File: src/rtl/pswd_pkg.sv
// Shared types for the pulse-swallow feedback divider.
// Assumes callers pass the raw mode inputs; the decoding gives hi_band priority.
package pswd_pkg;

    typedef enum logic [1:0] {
        DM_PRESCALED = 2'd0,
        DM_SWALLOW   = 2'd1,
        DM_DIRECT    = 2'd2
    } div_mode_e;

    // Map the two mode inputs onto a division mode.
    function automatic div_mode_e pick_mode(input logic hb, input logic sw);
        if (hb)
            return DM_PRESCALED;
        else if (sw)
            return DM_SWALLOW;
        else
            return DM_DIRECT;
    endfunction

endpackage

File: src/rtl/pswd_prescaler.sv
// Divide-by-two stage in front of the swallow divider.
// When enabled it passes every second input tick; when disabled it passes all ticks.
// Assumes clr is raised whenever counting restarts, so the phase starts at zero.
module pswd_prescaler (
    input  logic clk,
    input  logic rst_n,
    input  logic clr,
    input  logic en,
    input  logic tick_in,
    output logic tick_out
);

    logic phase;

    // Toggle the phase on every accepted tick while the stage is enabled.
    always_ff @(posedge clk) begin
        if (!rst_n || clr)
            phase <= 1'b0;
        else if (en && tick_in)
            phase <= ~phase;
    end

    // Pass the second tick of each pair, or every tick when bypassed.
    always_comb begin
        tick_out = en ? (tick_in & phase) : tick_in;
    end


    halving_chk: assert property (@(posedge clk) disable iff (!rst_n)
        (en && tick_out) |=> !(en && tick_out));

endmodule

File: src/rtl/pswd_swallow_core.sv
// Dual-modulus swallow divider: a (2^SWL_W)/(2^SWL_W+1) modulus stage run for
// main_cnt cycles, with the larger modulus used for the first swl_cnt cycles.
// Ratio = main_cnt * 2^SWL_W + swl_cnt. Assumes main_cnt > swl_cnt while ticking.
// Counters wrap to zero at period end, so a config change there is seen cleanly.
module pswd_swallow_core #(
    parameter int SWL_W  = 4,
    parameter int MAIN_W = 12
) (
    input  logic              clk,
    input  logic              rst_n,
    input  logic              clr,
    input  logic              tick,
    input  logic [SWL_W-1:0]  swl_cnt,
    input  logic [MAIN_W-1:0] main_cnt,
    output logic              wrap
);

    localparam int MOD_BASE = 1 << SWL_W;

    logic [SWL_W:0]    prs_cnt;
    logic [MAIN_W-1:0] mod_idx;
    logic              extra;
    logic [SWL_W:0]    prs_last;
    logic              prs_term;
    logic              last_cycle;

    // Pick the modulus of the current cycle and detect its end.
    always_comb begin
        extra      = mod_idx < MAIN_W'(swl_cnt);
        prs_last   = extra ? (SWL_W+1)'(MOD_BASE) : (SWL_W+1)'(MOD_BASE - 1);
        prs_term   = tick && (prs_cnt == prs_last);
        last_cycle = (mod_idx == main_cnt - MAIN_W'(1));
        wrap       = prs_term && last_cycle;
    end

    // Modulus stage counter: counts ticks within one 16- or 17-tick cycle.
    always_ff @(posedge clk) begin
        if (!rst_n || clr)
            prs_cnt <= '0;
        else if (prs_term)
            prs_cnt <= '0;
        else if (tick)
            prs_cnt <= prs_cnt + 1'b1;
    end

    // Main counter: counts completed modulus cycles within the period.
    always_ff @(posedge clk) begin
        if (!rst_n || clr)
            mod_idx <= '0;
        else if (wrap)
            mod_idx <= '0;
        else if (prs_term)
            mod_idx <= mod_idx + 1'b1;
    end


    prs_range_chk: assert property (@(posedge clk) disable iff (!rst_n)
        prs_cnt <= (SWL_W+1)'(MOD_BASE));


    main_range_chk: assert property (@(posedge clk) disable iff (!rst_n)
        tick |-> (mod_idx < main_cnt));

endmodule

File: src/rtl/pswd_direct_ctr.sv
// Plain modulo-limit tick counter for the direct division mode.
// Assumes limit >= 2 while ticks arrive; wraps to zero on the limit-th tick.
module pswd_direct_ctr #(
    parameter int W = 12
) (
    input  logic         clk,
    input  logic         rst_n,
    input  logic         clr,
    input  logic         tick,
    input  logic [W-1:0] limit,
    output logic         wrap
);

    logic [W-1:0] cnt;

    // Flag the tick that completes the period.
    always_comb begin
        wrap = tick && (cnt == limit - W'(1));
    end

    // Count ticks, restarting at zero after the last one.
    always_ff @(posedge clk) begin
        if (!rst_n || clr)
            cnt <= '0;
        else if (wrap)
            cnt <= '0;
        else if (tick)
            cnt <= cnt + 1'b1;
    end


    direct_range_chk: assert property (@(posedge clk) disable iff (!rst_n)
        tick |-> (cnt < limit));

endmodule

File: src/rtl/pswd_divider.sv
// Top of the selectable-mode feedback divider.
// Latches divisor and mode at period boundaries, routes ticks to the
// prescaled/swallow path or the direct counter, and registers the output pulse.
// Assumes a legal divisor for the selected mode and lo_tick one cycle wide.
module pswd_divider #(
    parameter int DIV_W = 16,
    parameter int SWL_W = 4
) (
    input  logic             clk,
    input  logic             rst_n,
    input  logic             inhibit,
    input  logic             lo_tick,
    input  logic             hi_band,
    input  logic             swallow_sel,
    input  logic [DIV_W-1:0] div_word,
    output logic             fb_pulse
);

    import pswd_pkg::*;

    localparam int MAIN_W = DIV_W - SWL_W;

    logic             armed;
    logic [DIV_W-1:0] act_word;
    div_mode_e        act_mode;
    logic             clr;
    logic             eff_tick;
    logic             pre_tick;
    logic             swl_tick;
    logic             dir_tick;
    logic             swl_wrap;
    logic             dir_wrap;
    logic             period_end;
    logic             load;

    // Gate ticks and decide when the active configuration is refreshed.
    always_comb begin
        clr        = !armed || inhibit;
        eff_tick   = lo_tick && armed && !inhibit;
        swl_tick   = (act_mode != DM_DIRECT) ? pre_tick : 1'b0;
        dir_tick   = (act_mode == DM_DIRECT) ? eff_tick : 1'b0;
        period_end = (act_mode == DM_DIRECT) ? dir_wrap : swl_wrap;
        load       = !inhibit && (!armed || period_end);
    end

    // Arm after reset or inhibit, and take new settings only at boundaries.
    always_ff @(posedge clk) begin
        if (!rst_n) begin
            armed    <= 1'b0;
            act_word <= '0;
            act_mode <= DM_DIRECT;
        end else if (inhibit) begin
            armed <= 1'b0;
        end else begin
            armed <= 1'b1;
            if (load) begin
                act_word <= div_word;
                act_mode <= pick_mode(hi_band, swallow_sel);
            end
        end
    end

    pswd_prescaler u_pre (
        .clk      (clk),
        .rst_n    (rst_n),
        .clr      (clr),
        .en       (act_mode == DM_PRESCALED),
        .tick_in  (eff_tick),
        .tick_out (pre_tick)
    );

    pswd_swallow_core #(
        .SWL_W  (SWL_W),
        .MAIN_W (MAIN_W)
    ) u_swl (
        .clk      (clk),
        .rst_n    (rst_n),
        .clr      (clr),
        .tick     (swl_tick),
        .swl_cnt  (act_word[SWL_W-1:0]),
        .main_cnt (act_word[DIV_W-1:SWL_W]),
        .wrap     (swl_wrap)
    );

    pswd_direct_ctr #(
        .W (MAIN_W)
    ) u_dir (
        .clk   (clk),
        .rst_n (rst_n),
        .clr   (clr),
        .tick  (dir_tick),
        .limit (act_word[DIV_W-1:SWL_W]),
        .wrap  (dir_wrap)
    );

    // Register the period-end strobe as the feedback pulse.
    always_ff @(posedge clk) begin
        if (!rst_n || inhibit)
            fb_pulse <= 1'b0;
        else
            fb_pulse <= period_end;
    end


    pulse_width_chk: assert property (@(posedge clk) disable iff (!rst_n)
        fb_pulse |=> !fb_pulse);


    inhibit_quiet_chk: assert property (@(posedge clk) disable iff (!rst_n)
        inhibit |=> !fb_pulse);


    cfg_hold_chk: assert property (@(posedge clk) disable iff (!rst_n)
        (armed && !inhibit && !period_end) |=> ($stable(act_word) && $stable(act_mode)));

endmodule

File: config.mk
export PLATFORM = sky130hd
export DESIGN_NAME = pswd_divider
export DESIGN_NICKNAME = d
export VERILOG_FILES = /design/src/rtl/pswd_pkg.sv /design/src/rtl/pswd_prescaler.sv /design/src/rtl/pswd_swallow_core.sv /design/src/rtl/pswd_direct_ctr.sv /design/src/rtl/pswd_divider.sv
export SDC_FILE = /design/constraint.sdc
export NUM_CORES = 1
export LEC_CHECK = 0
export BUFFER_PORTS_ARGS = -buffer_cell sky130_fd_sc_hd__buf_2
export CAP_MARGIN = 20
export CELL_PAD_IN_SITES_DETAIL_PLACEMENT = 0
export CELL_PAD_IN_SITES_GLOBAL_PLACEMENT = 2
export CORE_MARGIN = 3
export CORE_UTILIZATION = 40
export DETAILED_ROUTE_END_ITERATION = 10
export GPL_TIMING_DRIVEN = 0
export PLACE_DENSITY = 0.87
export SLEW_MARGIN = 25
export SYNTH_ARGS = -nofsm -noshare
export SYNTH_HDL_FRONTEND = slang
export SYNTH_SLANG_ARGS = --single-unit
File: constraint.sdc
create_clock -name clk -period 9.5 [get_ports clk]
set_clock_uncertainty 0.1 [all_clocks]
set_input_delay 0.475 -clock clk [delete_from_list [all_inputs] [get_ports clk]]
set_output_delay 0.475 -clock clk [all_outputs]
set_load 0.02 [all_outputs]
---- Word level (Yosys, flattened, before mapping) ----
Index checks and enable logic that the tools add are counted.
storage, ports and cells
  bits of input ports ..................... 22
  bits in registers ....................... 50
  output and inout port bits .............. 1
cells by class
  add/subtract/negate cells ............... 4
  muxes and demuxes ....................... 8
  equality and inequality tests ........... 5
  bitwise operators ....................... 3
  $lt $le $gt $ge ......................... 1
  reductions and logical operators ........ 19
operators with widths
  kind                     count
  $add A12 B1 Y12 const B  2
  $eq A12 B12 Y1           2
  $lt A12 B4 Y1            1
  $sub A12 B1 Y12 const B  1
  $logic_and A1 B1 Y1      7
  $reduce_or A2 Y1         3
  $add A5 B1 Y5 const B    1
  $eq A5 B5 Y1             1
  $mux W1                  5
  $mux W5                  1
  $logic_or A1 B1 Y1       4
  $mux W2                  2
  $logic_not A1 Y1         3
  $eq A2 B2 Y1 const B     1
  $logic_not A2 Y1         1
  $ne A2 B2 Y1 const B     1
  $not A1 Y1               2
  $reduce_and A2 Y1        1
  $and A1 B1 Y1            1

---- Longest topological paths before layout ----
Gate-level depths: netlist of the first run.
  depth after elaboration ................. 11
  mapped depth ............................ 13
  gate-level depth less buffers ........... 9

---- By module ----
Synthesis of the first run repeated with hierarchy kept, for this count alone.
second synthesis, totals
  cells, all modules ...................... 392
  area total of the unflattened synthesis .. 3298.2 um^2
modules (own cells, without submodules)
  module             area each (um^2)  instances  cells each  seq. area each (um^2)
  pswd_swallow_core  1373.8            1          176         340.3
  pswd_direct_ctr    989.7             1          116         240.2
  pswd_divider       870.8             1          93          400.4
  pswd_prescaler     63.8              1          7           20.0

---- Worst setup path after synthesis of the first run ----
Ideal clock, no wire load.
  kind .................................... reg2reg
  from .................................... register act_word[4]
  to ...................................... register act_mode[1]
  stages on the path, launching flop included .. 13
  buffers on the path ..................... 3
  data arrival time ....................... 2.898 ns
  setup slack ............................. 6.378 ns
  path through ............................ dfxtp_1 -> buf_6 -> inv_1 -> ha_1 -> or3b_1 -> buf_2 -> nor4_2 -> xnor3_1 -> nand3_1 -> or4_4 -> a31oi_4 -> buf_8 -> mux2_1
on the way
  cells in the longest elaborated chain, start to end .. 7
  elaborated cells between the ends (all ways) .. 9
  those cells by class .................... add/sub: 1; eq/ne: 2; mux: 1; reduce/logical: 5
ends and longest elaborated chain
  element                                        RTL line                                        RTL
  from (decl)                                    pswd_divider.sv:24                              logic [DIV_W-1:0] act_word;
  from (signal assigned)                         pswd_divider.sv:57                              act_word <= div_word;
  $sub A12 B1 Y12 (*)                            pswd_swallow_core.sv:32, pswd_direct_ctr.sv:18
  $eq A12 B12 Y1, on equally long branches       pswd_swallow_core.sv:32, pswd_direct_ctr.sv:18
  $logic_and A1 B1 Y1, on equally long branches  pswd_swallow_core.sv:33, pswd_direct_ctr.sv:18
  $mux W1 (*)                                    pswd_divider.sv:42                              period_end = (act_mode == DM_DIRECT) ? dir_wrap : swl_wrap;
  $logic_or A1 B1 Y1 (*)                         pswd_divider.sv:43                              load = !inhibit && (!armed || period_end);
  $logic_and A1 B1 Y1 (*)                        pswd_divider.sv:43
  $reduce_and A2 Y1 (no source line) (*)         --
  to (signal assigned)                           pswd_divider.sv:58                              act_mode <= pick_mode(hi_band, swallow_sel);
  to (decl)                                      pswd_divider.sv:25                              div_mode_e act_mode;
Mark *: on every way between the ends. The rest lies on a longest branch, timed or not.
A chain may end at the register's enable or synchronous reset.

---- Worst setup path in the final report of the first run ----
  from .................................... register act_word[4]
  to ...................................... register u_dir.cnt[4]
on the way
  cells in the longest elaborated chain, start to end .. 4
ends and longest elaborated chain
  element                            RTL line               RTL
  $sub A12 B1 Y12                    pswd_direct_ctr.sv:18  wrap = tick && (cnt == limit - W'(1));
  $eq A12 B12 Y1                     pswd_direct_ctr.sv:18
  $logic_and A1 B1 Y1                pswd_direct_ctr.sv:18
  $reduce_or A2 Y1 (no source line)  --
  to (signal assigned)               pswd_direct_ctr.sv:28  cnt <= cnt + 1'b1;
  to (decl)                          pswd_direct_ctr.sv:14  logic [W-1:0] cnt;
No other way between the ends.

==> results of run 1 <==
logic make-up after synthesis:
kind of cell,after synthesis,share of synthesized area
compound gates,20,0.05389
mux,21,0.07059
buf+inv,29,0.05179
flops,50,0.3342
simple gates,155,0.2661
xor+xnor,53,0.1942
fa+ha+maj,7,0.02924
worst max-delay path, cell delays in order, from the launching register on:
cell and delay, ns:
dfxtp_1 0.31, buf_6 0.14, inv_1 0.05, ha_1 0.26, or3b_1 0.36, buf_2 0.17
nor4_2 0.31, xnor3_1 0.19, nand3_1 0.07, or4_4 0.56, nand3_1 0.21, clkbuf_1 0.39
nor2_1 0.10
stage by stage:
| stage | instance area, sq um | util | hold WS [ns] | setup slack [ns] | std cells |
|---|---|---|---|---|---|
| finish | 3303 | 0.4706 | 0.3057 | 6.146 | 458 |
| global route | 3303 | 0.4706 | 0.2954 | 5.889 | 458 |
| CTS | 3303 | 0.4706 | 0.3001 | 6.125 | 458 |
| detailed placement | 3221 | 0.4588 | 0.3629 | 6.133 | 452 |
| global placement | 3221 | 0.4588 | 0.3485 | 6.160 | 452 |
| floorplan | 2995 | - | 0.3299 | 6.378 | 335 |
worst min-delay path by stage:
stage | endpoint | slack (ns) | cells after the start
after floorplan | act_word[0] | 0.33 | 2
after global placement | act_word[3] | 0.35 | 2
after detailed placement | act_word[2] | 0.36 | 2
after CTS | act_word[14] | 0.30 | 3
after global routing | act_word[14] | 0.30 | 3
final | act_word[10] | 0.31 | 3
routing by layer:
| layer | wire [microns] | track usage | vias to the layer above |
|---|---|---|---|
| li1 | - | - | 1209 |
| met1 | 3405 | 0.2437 | 1085 |
| met2 | 2792 | 0.2417 | 25 |
| met3 | 165 | 0.02681 | 6 |
| met4 | 81 | 0.05198 | 0 |
| met5 | 0 | 0 | - |
registers in the layout, indices dropped and copies added (netlist names):
signal and cells:
u_dir.cnt 12, u_pre.phase 1, u_swl.prs_cnt 5, act_word 16, u_swl.mod_idx 12, armed 1
act_mode 2, fb_pulse 1
cell usage in the layout (no fill, tap or decap), drive strengths merged, types with 2 or more instances in the layout:
cell / Yosys / routed
dfxtp: 50 / 50
nor3: 7 / 7
nand4: 12 / 12
o21ai: 3 / 3
buf: 8 / 29
xor2: 19 / 19
o2111ai: 3 / 3
mux2i: 20 / 20
nand3b: 2 / 2
a211o: 2 / 2
inv: 9 / 9
a31oi: 3 / 3
xnor2: 26 / 26
or3: 2 / 2
clkbuf: 12 / 18
and3: 7 / 7
xnor3: 8 / 8
ha: 7 / 7
nor4: 4 / 4
or4: 4 / 4
a21oi: 3 / 3
nand2b: 3 / 3
nor3b: 4 / 4
nand2: 47 / 47
nor4b: 4 / 4
nand3: 9 / 9
nor2: 45 / 45
cell type report:
type / count / area share
well taps: 96 / 0.03636
flip-flops and latches: 50 / 0.3030
multi-input cells: 256 / 0.5568
plain buffers: 20 / 0.03674
repair buffers: 21 / 0.03182
clock buffers: 6 / 0.02500
inverters: 9 / 0.01023
power groups by stage:
stage | registers (mW) | clock network (mW) | logic [mW]
after CTS | 0.219 | 0.130 | 0.0731
after global placement | 0.224 | 0 | 0.0719
after detailed placement | 0.224 | 0 | 0.0727
final | 0.219 | 0.125 | 0.0727
after global routing | 0.220 | 0.139 | 0.0811
after floorplan | 0.222 | 0 | 0.0576
==> results by group, run 1 <==
Die
  • Die area: 0.008563 sq mm
  • Chip height: 92.54 microns
  • Starting density of the core: 0.4267
  • Row count: 30
  • Core ar.: 0.007019 sq mm
  • I/O pin total: 23
  • Die width: 92.54 microns

Synthesis
  • Synthesized netlist cell count: 335
  • Netlist cell types: 52
  • Top cells by area, synth: dfxtp_1, xnor2_1, mux2i_1
  • Yosys reg bits: 50
  • Syn Nets: 364
  • Sequential share of the synthesized area: 0.3342
  • Share of the synthesized area in the top cell type: 0.3342
  • YS warnings: 0
  • Ys flop type: dfxtp_1
  • Yosys top cell by area: dfxtp_1
  • Synth top cells by count: dfxtp_1, nand2_1, nor2_1
  • Mean post-synth cell area: 8.941 sq um
  • Number of enable flip-flop cells after synthesis: 0
  • Ys async rst share: 0
  • Most common cell in the netlist: dfxtp_1
  • Post-Syn Area: 0.002995 sq mm

Clock tree
  • Clock sinks: 50
  • Num CTS Buffers: 5
  • CTS root buffer: clkbuf_8
  • Clock Tree Buf Depth: 2
  • Resize count post-CTS: 0
  • CTS Hold Bufs: 0
  • CTS tree: yes
  • Post-CTS Setup Bufs: 0
  • Clk slew on worst S/H paths: 0.09 ns
  • CTS HTree Levels: 2
  • Worst-Skew Late Latency: 0.30 ns

Final layout
  • Area of the multi-input gates: 0.001839 sq mm
  • Sequential cell area: 0.001001 sq mm
  • Final Net Count: 392
  • Layout filler cell count: 719
  • ANT cells: 0
  • Area growth from synthesis to layout: 10.28%
  • Layout cells sized above 1: 0.1271

Timing
  • Worst Tran Pin Value: 0.6939 ns
  • Relative slew slack: 0.5354
  • Fin. Hold Viols: 0
  • Fin crit period: 3.354 ns
  • RSZ-0062 raised after global routing: no
  • TNS Setup: 0 ns
  • Max Clock Freq: 298.1 MHz
  • Tcrit/Tclk final: 0.3531
  • Final setup fails: 0
  • Pins Over Slew Limit: 0

Worst setup path
  • Crit path to: u_dir.cnt[4]
  • Critical path launch point type: flip-flop
  • Launch point of the worst reg-to-reg path: act_word[4]
  • Worst-path fanout max: 10
  • Slack of the worst reg-to-reg path: 6.15 ns
  • Reg2Reg Depth: 12
  • FF-to-FF End: u_dir.cnt[4]
  • WS Path Type: reg2reg
  • CP required: 9.57 ns
  • Crit path DAT: 3.43 ns
  • Critical path origin: act_word[4]
  • Worst Setup End Kind: flip-flop

Global routing
  • GRT overflow: 0
  • First-pass GRT wire length: 11200 microns
  • Gr usage total: 0.1644
  • Pin count of the biggest net entering global routing: 14
  • Initial antenna violation count: 0
  • Number of global-route vias before repair: 2220

Place
  • Detailed Place HPWL: 4930 microns
  • Number of port buffers: 21
  • RePlAce Congestion: 0.7608

Detailed routing
  • Drt drc: 0
  • Detailed Route Iter0 Violations: 137
  • Detailed-route via count: 2325
  • Post-DR wirelength/cell: 14.07 microns
  • Antenna viol nets, final: 0
  • Routed WL: 6444 microns
  • Vias per inst: 5.076
  • 1st-pass router iterations: 4

Outcome
  • Status: completed

Pwr
  • Gate power share: 0.174
  • Leak: 1.220 nW
  • Pwr dens: 126.2 mW/mm^2
  • VDD IR-drop max: 0.00006131 V
  • Seq pwr share: 0.525
  • Clock share of power: 0.301
  • Pint: 0.3072 mW
  • Net Sw Frac: 0.2633
  • P_sw: 0.1098 mW
  • Power Total: 0.4170 mW

Hold path
  • Type of the tightest min-delay check: in2reg
  • Worst hold start: div_word[10]

Flow run
  • Max_cap viols: 0
No activity file was read; power rests on OpenSTA's default activity.
==> run 2: changes to the inputs <==
--- a/config.mk
+++ b/config.mk
@@ -5,15 +5,16 @@
 export SDC_FILE = /design/constraint.sdc
 export NUM_CORES = 1
 export LEC_CHECK = 0
+export ABC_AREA = 1
 export BUFFER_PORTS_ARGS = -buffer_cell sky130_fd_sc_hd__buf_2
 export CAP_MARGIN = 20
 export CELL_PAD_IN_SITES_DETAIL_PLACEMENT = 0
 export CELL_PAD_IN_SITES_GLOBAL_PLACEMENT = 2
 export CORE_MARGIN = 3
-export CORE_UTILIZATION = 40
+export CORE_UTILIZATION = 33
 export DETAILED_ROUTE_END_ITERATION = 10
 export GPL_TIMING_DRIVEN = 0
-export PLACE_DENSITY = 0.87
+export PLACE_DENSITY = 0.83
 export SLEW_MARGIN = 25
 export SYNTH_ARGS = -nofsm -noshare
 export SYNTH_HDL_FRONTEND = slang
==> constraint.sdc (replaced) <==
create_clock -name clk -period 3.3 [get_ports clk]
set_clock_uncertainty 0.1 [all_clocks]
set_input_delay 0.165 -clock clk [delete_from_list [all_inputs] [get_ports clk]]
set_output_delay 0.165 -clock clk [all_outputs]
set_load 0.02 [all_outputs]
==> run 2 against run 1 <==
  * Worst hold slack got worse by 0.25 ns
  * Non-clock buffer count down 8
  * Highest routed layer unchanged
  * Total power grew to 3.2 times the previous value
  * Clock-buffer cell count decreased by 1
  * Largest power group unchanged
  * Cell count rose by 48%
  * Critical endpoint is now act_word[15]
  * Critical path type unchanged
  * First-iteration DRC count decreased by 1.5%
==> results by group, run 2 <==
Detailed routing
  • Drt drc: 0
  • Detailed Route Iter0 Violations: 135
  • Detailed-route via count: 3104
  • 1st-pass router iterations: 4
  • Routed WL: 8153 microns
  • Post-DR wirelength/cell: 11.99 microns
  • Vias per inst: 4.565
  • Antenna viol nets, final: 0

Clock tree
  • Clk slew on worst S/H paths: 0.10 ns
  • CTS root buffer: clkbuf_8
  • Num CTS Buffers: 5
  • Resize count post-CTS: 0
  • Clock sinks: 50
  • Clock Tree Buf Depth: 2
  • CTS HTree Levels: 2
  • CTS tree: yes
  • Post-CTS Setup Bufs: 0
  • Worst-Skew Late Latency: 0.31 ns
  • CTS Hold Bufs: 1

Die
  • Starting density of the core: 0.3439
  • I/O pin total: 23
  • Row count: 35
  • Core ar.: 0.009328 sq mm
  • Die area: 0.01094 sq mm
  • Die width: 104.6 microns
  • Chip height: 104.6 microns

Pwr
  • Pint: 0.9369 mW
  • Power Total: 1.350 mW
  • Leak: 1.583 nW
  • Pwr dens: 375.2 mW/mm^2
  • Net Sw Frac: 0.3059
  • Gate power share: 0.186
  • Seq pwr share: 0.474
  • P_sw: 0.4129 mW
  • Clock share of power: 0.340
  • VDD IR-drop max: 0.0001581 V

Worst setup path
  • Crit path DAT: 2.69 ns
  • Critical path launch point type: flip-flop
  • Worst Setup End Kind: flip-flop
  • WS Path Type: reg2reg
  • CP required: 3.42 ns
  • Worst-path fanout max: 10
  • Critical path origin: u_swl.mod_idx[3]
  • Launch point of the worst reg-to-reg path: u_swl.mod_idx[3]

Synthesis
  • Sequential share of the synthesized area: 0.3120
  • Netlist cell types: 31
  • YS warnings: 0
  • Number of enable flip-flop cells after synthesis: 0
  • Mean post-synth cell area: 6.158 sq um
  • Post-Syn Area: 0.003208 sq mm
  • Yosys reg bits: 50
  • Syn Nets: 550
  • Synthesized netlist cell count: 521
  • Ys async rst share: 0
  • Synth top cells by count: nand2_1, inv_1, nor2_1
  • Top cells by area, synth: dfxtp_1, nand2_1, nand3_1
  • Most common cell in the netlist: nand2_1
  • Ys flop type: dfxtp_1
  • Yosys top cell by area: dfxtp_1
  • Share of the synthesized area in the top cell type: 0.3120

Final layout
  • Sequential cell area: 0.001001 sq mm
  • ANT cells: 0
  • Area of the multi-input gates: 0.001833 sq mm
  • Commonest non-fill, non-tap cell in the layout: nand2_1
  • Largest register by flop count: act_word
  • Final Net Count: 579
  • Layout filler cell count: 1077
  • Layout cells sized above 1: 0.09800
  • Regs by FF count: act_word (16), u_dir.cnt (12), u_swl.mod_idx (12)
  • Area growth from synthesis to layout: 12.13%
  • Max reg flops: 16
  • Commonest non-fill, non-tap cells in the layout: nand2_1, inv_1, nor2_1

Timing
  • Worst Tran Pin Value: 0.5665 ns
  • RSZ-0062 raised after global routing: no
  • Final setup fails: 0
  • Hold_ws: 0.05716 ns
  • Max Clock Freq: 388.4 MHz
  • Fin crit period: 2.575 ns
  • Fin. Hold Viols: 0
  • Tcrit/Tclk final: 0.7802
  • Pins Over Slew Limit: 0
  • TNS Setup: 0 ns
  • Relative slew slack: 0.6189

Global routing
  • GRT overflow: 0
  • M1 GR Usage: 0.2133
  • Number of global-route vias before repair: 2883
  • Routing usage on met3: 0.02038
  • Global route hottest layer: met2
  • Gr usage total: 0.1537
  • Initial antenna violation count: 0
  • Pin count of the biggest net entering global routing: 17
  • First-pass GRT wire length: 13790 microns
  • Met2 usage: 0.2505

Place
  • Number of port buffers: 21
  • Detailed Place HPWL: 6579 microns
  • RePlAce Congestion: 0.7653

Outcome
  • Status: completed

Flow run
  • Max_cap viols: 0

Hold path
  • Type of the tightest min-delay check: in2reg
  • Worst hold start: div_word[9]
## run 2: layout make-up
cell class                      instances  share of cell area
Multi-Input combinational cell        380              0.5096
Sequential cell                        50              0.2783
Inverter                               80             0.08348
Tap cell                              129             0.04487
Timing Repair Buffer                   22             0.03200
Buffer                                 11             0.02052
Clock buffer                            5             0.01913
Clock inverter                          3             0.01217
## run 2: logic make-up (layout without fill, tap and decap cells)
group           count (synthesis)  in the layout  synth area share
xor+xnor                       14             14           0.03822
buf+inv                        91            121            0.1166
fa+ha+maj                       7              7           0.02730
simple gates                  323            323            0.4485
compound gates                 36             36           0.05733
flops                          50             50            0.3120
## run 2: worst max-delay path, cell delays in order, from the launching register on
cell and delay (ns):
dfxtp_1 0.49, ha_1 0.30, a21oi_1 0.31, nand3_1 0.13, nand2_1 0.08, nand2_2 0.08
nor2_8 0.15, nand2_1 0.07, nor2_1 0.11, nand2_2 0.12, nand3_4 0.14, buf_6 0.17
nand3_1 0.10, nand2_1 0.08, nor2_1 0.04
## run 2: worst paths after layout
path	depth (start not counted)	slack, ns	endpoint
max	14	0.73	act_word[15]
min	5	0.06	act_word[9]
max reg2reg	14	0.73	act_word[15]
min reg2reg	2	0.39	u_swl.prs_cnt[4]
## run 2: stage by stage
step / util / instances / setup WS (ns) / cell area [sq um]
after floorplan: - / 521 / 1.220 / 3208
final: 0.3856 / 680 / 0.7254 / 3597
after CTS: 0.3856 / 680 / 0.6375 / 3597
after global routing: 0.3856 / 680 / 0.4099 / 3597
after detailed placement: 0.3725 / 671 / 0.6705 / 3475
after global placement: 0.3725 / 671 / 0.6839 / 3475
## run 2: power groups by stage
stage               clock network [mW]  logic, mW  registers (mW)
global placement                     0      0.250           0.654
CTS                              0.476      0.254           0.640
finish                           0.459      0.251           0.640
detailed placement                   0      0.253           0.654
floorplan                            0      0.189           0.648
global route                     0.496      0.292           0.644
## run 2: routing by layer
metal,wire length (microns),part of all wire
met1,3995,0.49
met2,3666,0.45
met3,397,0.049
met4,93,0.011
met5,0,0
==> run 3: changes to the inputs <==
==> constraint.sdc (replaced) <==
create_clock -name clk -period 2.5 [get_ports clk]
set_clock_uncertainty 0.1 [all_clocks]
set_input_delay 0.125 -clock clk [delete_from_list [all_inputs] [get_ports clk]]
set_output_delay 0.125 -clock clk [all_outputs]
set_load 0.02 [all_outputs]
==> run 3 against run 2 <==
  * Cell count is 1.3% higher
  * Sequential power is 32% higher
  * Routed wire length increased by 2.3%
  * Final area rose by 4.2%
  * Utilization grew 1.6 points
  * Clock-buffer cell count unchanged
  * Non-clock buffer count increased by 9
  * Largest power group unchanged
==> results by group, run 3 (synthesis results as in run 2) <==
Outcome
  • Status: completed

Worst setup path
  • Crit path DAT: 2.44 ns
  • Critical Path, Cell by Cell: ha_1 -> nand2_1 -> inv_1 -> nand2_2 -> nand3_1 -> nand2_1 -> nand2_2 -> nor2_8 -> nand2_1 -> nor2_2 -> nand2_2 -> nand3_4 -> buf_4 -> nand3_1 -> nand2_1 -> nor2_1
  • Most used cell, CP: nand2_1
  • Worst Path Buf+Inv: 2
  • Worst Setup End Kind: flip-flop
  • CP max stage delay: 0.43 ns
  • WS Path Type: reg2reg
  • Worst-path fanout max: 6
  • Crit-path slowest cell: dfxtp_2
  • Critical path launch point type: flip-flop
  • Critical path origin: u_swl.mod_idx[3]
  • CP top delay family: simple AND/OR/NAND/NOR gates
  • Launch point of the worst reg-to-reg path: u_swl.mod_idx[3]
  • CP required: 2.62 ns

Die
  • Die width: 104.6 microns
  • Chip height: 104.6 microns
  • Starting density of the core: 0.3439
  • I/O pin total: 23
  • Core ar.: 0.009328 sq mm
  • Row count: 35
  • Die area: 0.01094 sq mm

Global routing
  • Pin count of the biggest net entering global routing: 17
  • GRT overflow: 0
  • First-pass GRT wire length: 13820 microns
  • Number of global-route vias before repair: 2898
  • Gr usage total: 0.1541
  • Initial antenna violation count: 0

Clock tree
  • Num CTS Buffers: 5
  • Clk slew on worst S/H paths: 0.11 ns
  • Clock Tree Buf Depth: 2
  • CTS tree: yes
  • Worst-Skew Late Latency: 0.32 ns
  • CTS HTree Levels: 2
  • CTS root buffer: clkbuf_8
  • Clock sinks: 50

Final layout
  • Max reg flops: 16
  • Regs by FF count: act_word (16), u_dir.cnt (12), u_swl.mod_idx (12)
  • Commonest non-fill, non-tap cell in the layout: nand2_1
  • ANT cells: 0
  • Area growth from synthesis to layout: 16.81%
  • Largest register by flop count: act_word
  • Commonest non-fill, non-tap cells in the layout: nand2_1, inv_1, nor2_1
  • Final Net Count: 588
  • Layout cells sized above 1: 0.1339

Hold path
  • Type of the tightest min-delay check: in2reg
  • Worst hold start: div_word[4]

Timing
  • TNS Setup: 0 ns
  • Tcrit/Tclk final: 0.9268
  • Final setup fails: 0
  • Relative slew slack: 0.6113
  • RSZ-0062 raised after global routing: yes
  • Final worst setup slack: 0.1831 ns
  • Fin crit period: 2.317 ns
  • Worst Tran Pin Value: 0.5778 ns
  • Fin. Hold Viols: 0
  • Max Clock Freq: 431.6 MHz
  • Pins Over Slew Limit: 0

Place
  • Post-Place Worst Slack: -0.1295 ns
  • Number of port buffers: 21
  • RePlAce Congestion: 0.7653
  • Detailed Place HPWL: 6579 microns

Detailed routing
  • Antenna viol nets, final: 0
  • Vias per inst: 4.601
  • Post-DR wirelength/cell: 12.11 microns
  • Detailed Route Iter0 Violations: 165
  • 1st-pass router iterations: 4
  • Drt drc: 0
  • Routed WL: 8343 microns
  • Detailed-route via count: 3170

Pwr
  • VDD IR-drop max: 0.0002086 V
  • Pwr dens: 481.6 mW/mm^2
  • Leak: 1.647 nW

Flow run
  • Max_cap viols: 0
run 3: routing by layer:
layer	GRT usage	share of wire
met5	0	0
met4	0.04217	0.011
met3	0.02038	0.040
met2	0.2523	0.46
met1	0.2129	0.49
run 3: tightest hold or removal path, stage by stage:
cell and delay (ns):
buf_2 0.07, inv_1 0.03, nand3_1 0.07, nand2_1 0.04
nor2_1 0.06
run 3: area by class of cell:
type | instances | area, sq um
Buffer | 11 | 77.57
Inverter | 80 | 305.3
Sequential cell | 50 | 1012
Fill cell | 1062 | 5580
Timing Repair Buffer | 31 | 200.2
Clock inverter | 3 | 43.79
Clock buffer | 5 | 68.82
Tap cell | 129 | 161.4
Multi-Input combinational cell | 380 | 1878
run 3: timing repair:
item / CTS / global route
pin swaps: 1 / 4
hold endpoints to repair: 1 / 0
hold buffers: 1 / 0
setup buffers: 2 / 6
endpoints found under the setup margin: 39 / 39
gates cloned: 0 / 1
resized for setup: 4 / 16
run 3: final timing paths:
check	slack [ns]	cells after the start	to
setup / recovery	0.18	16	act_word[3]
hold / removal	0.02	5	act_word[4]
setup reg to reg	0.18	16	act_word[3]
hold reg to reg	0.39	2	act_word[1]
run 3: through the flow:
step	power, mW	cell area [sq um]	instances	hold WS, ns	util
3_5_place_dp	1.196	3475	671	0.2495	0.3725
5_1_grt	1.911	3747	689	0.02501	0.4017
4_1_cts	1.812	3621	682	0.009358	0.3882
2_1_floorplan	1.106	3208	521	0.1161	-
6_report	1.805	3747	689	0.01505	0.4017
3_3_place_gp	1.192	3475	671	0.2522	0.3725
run 3: report_power, final:
part | internal, mW | leakage, nW | switching [mW] | total [mW]
Sequential | 0.819 | 0.410 | 0.0248 | 0.844
Clock | 0.301 | 0.0585 | 0.307 | 0.608
Combinational | 0.130 | 1.18 | 0.222 | 0.352
Total | 1.25 | 1.65 | 0.554 | 1.80
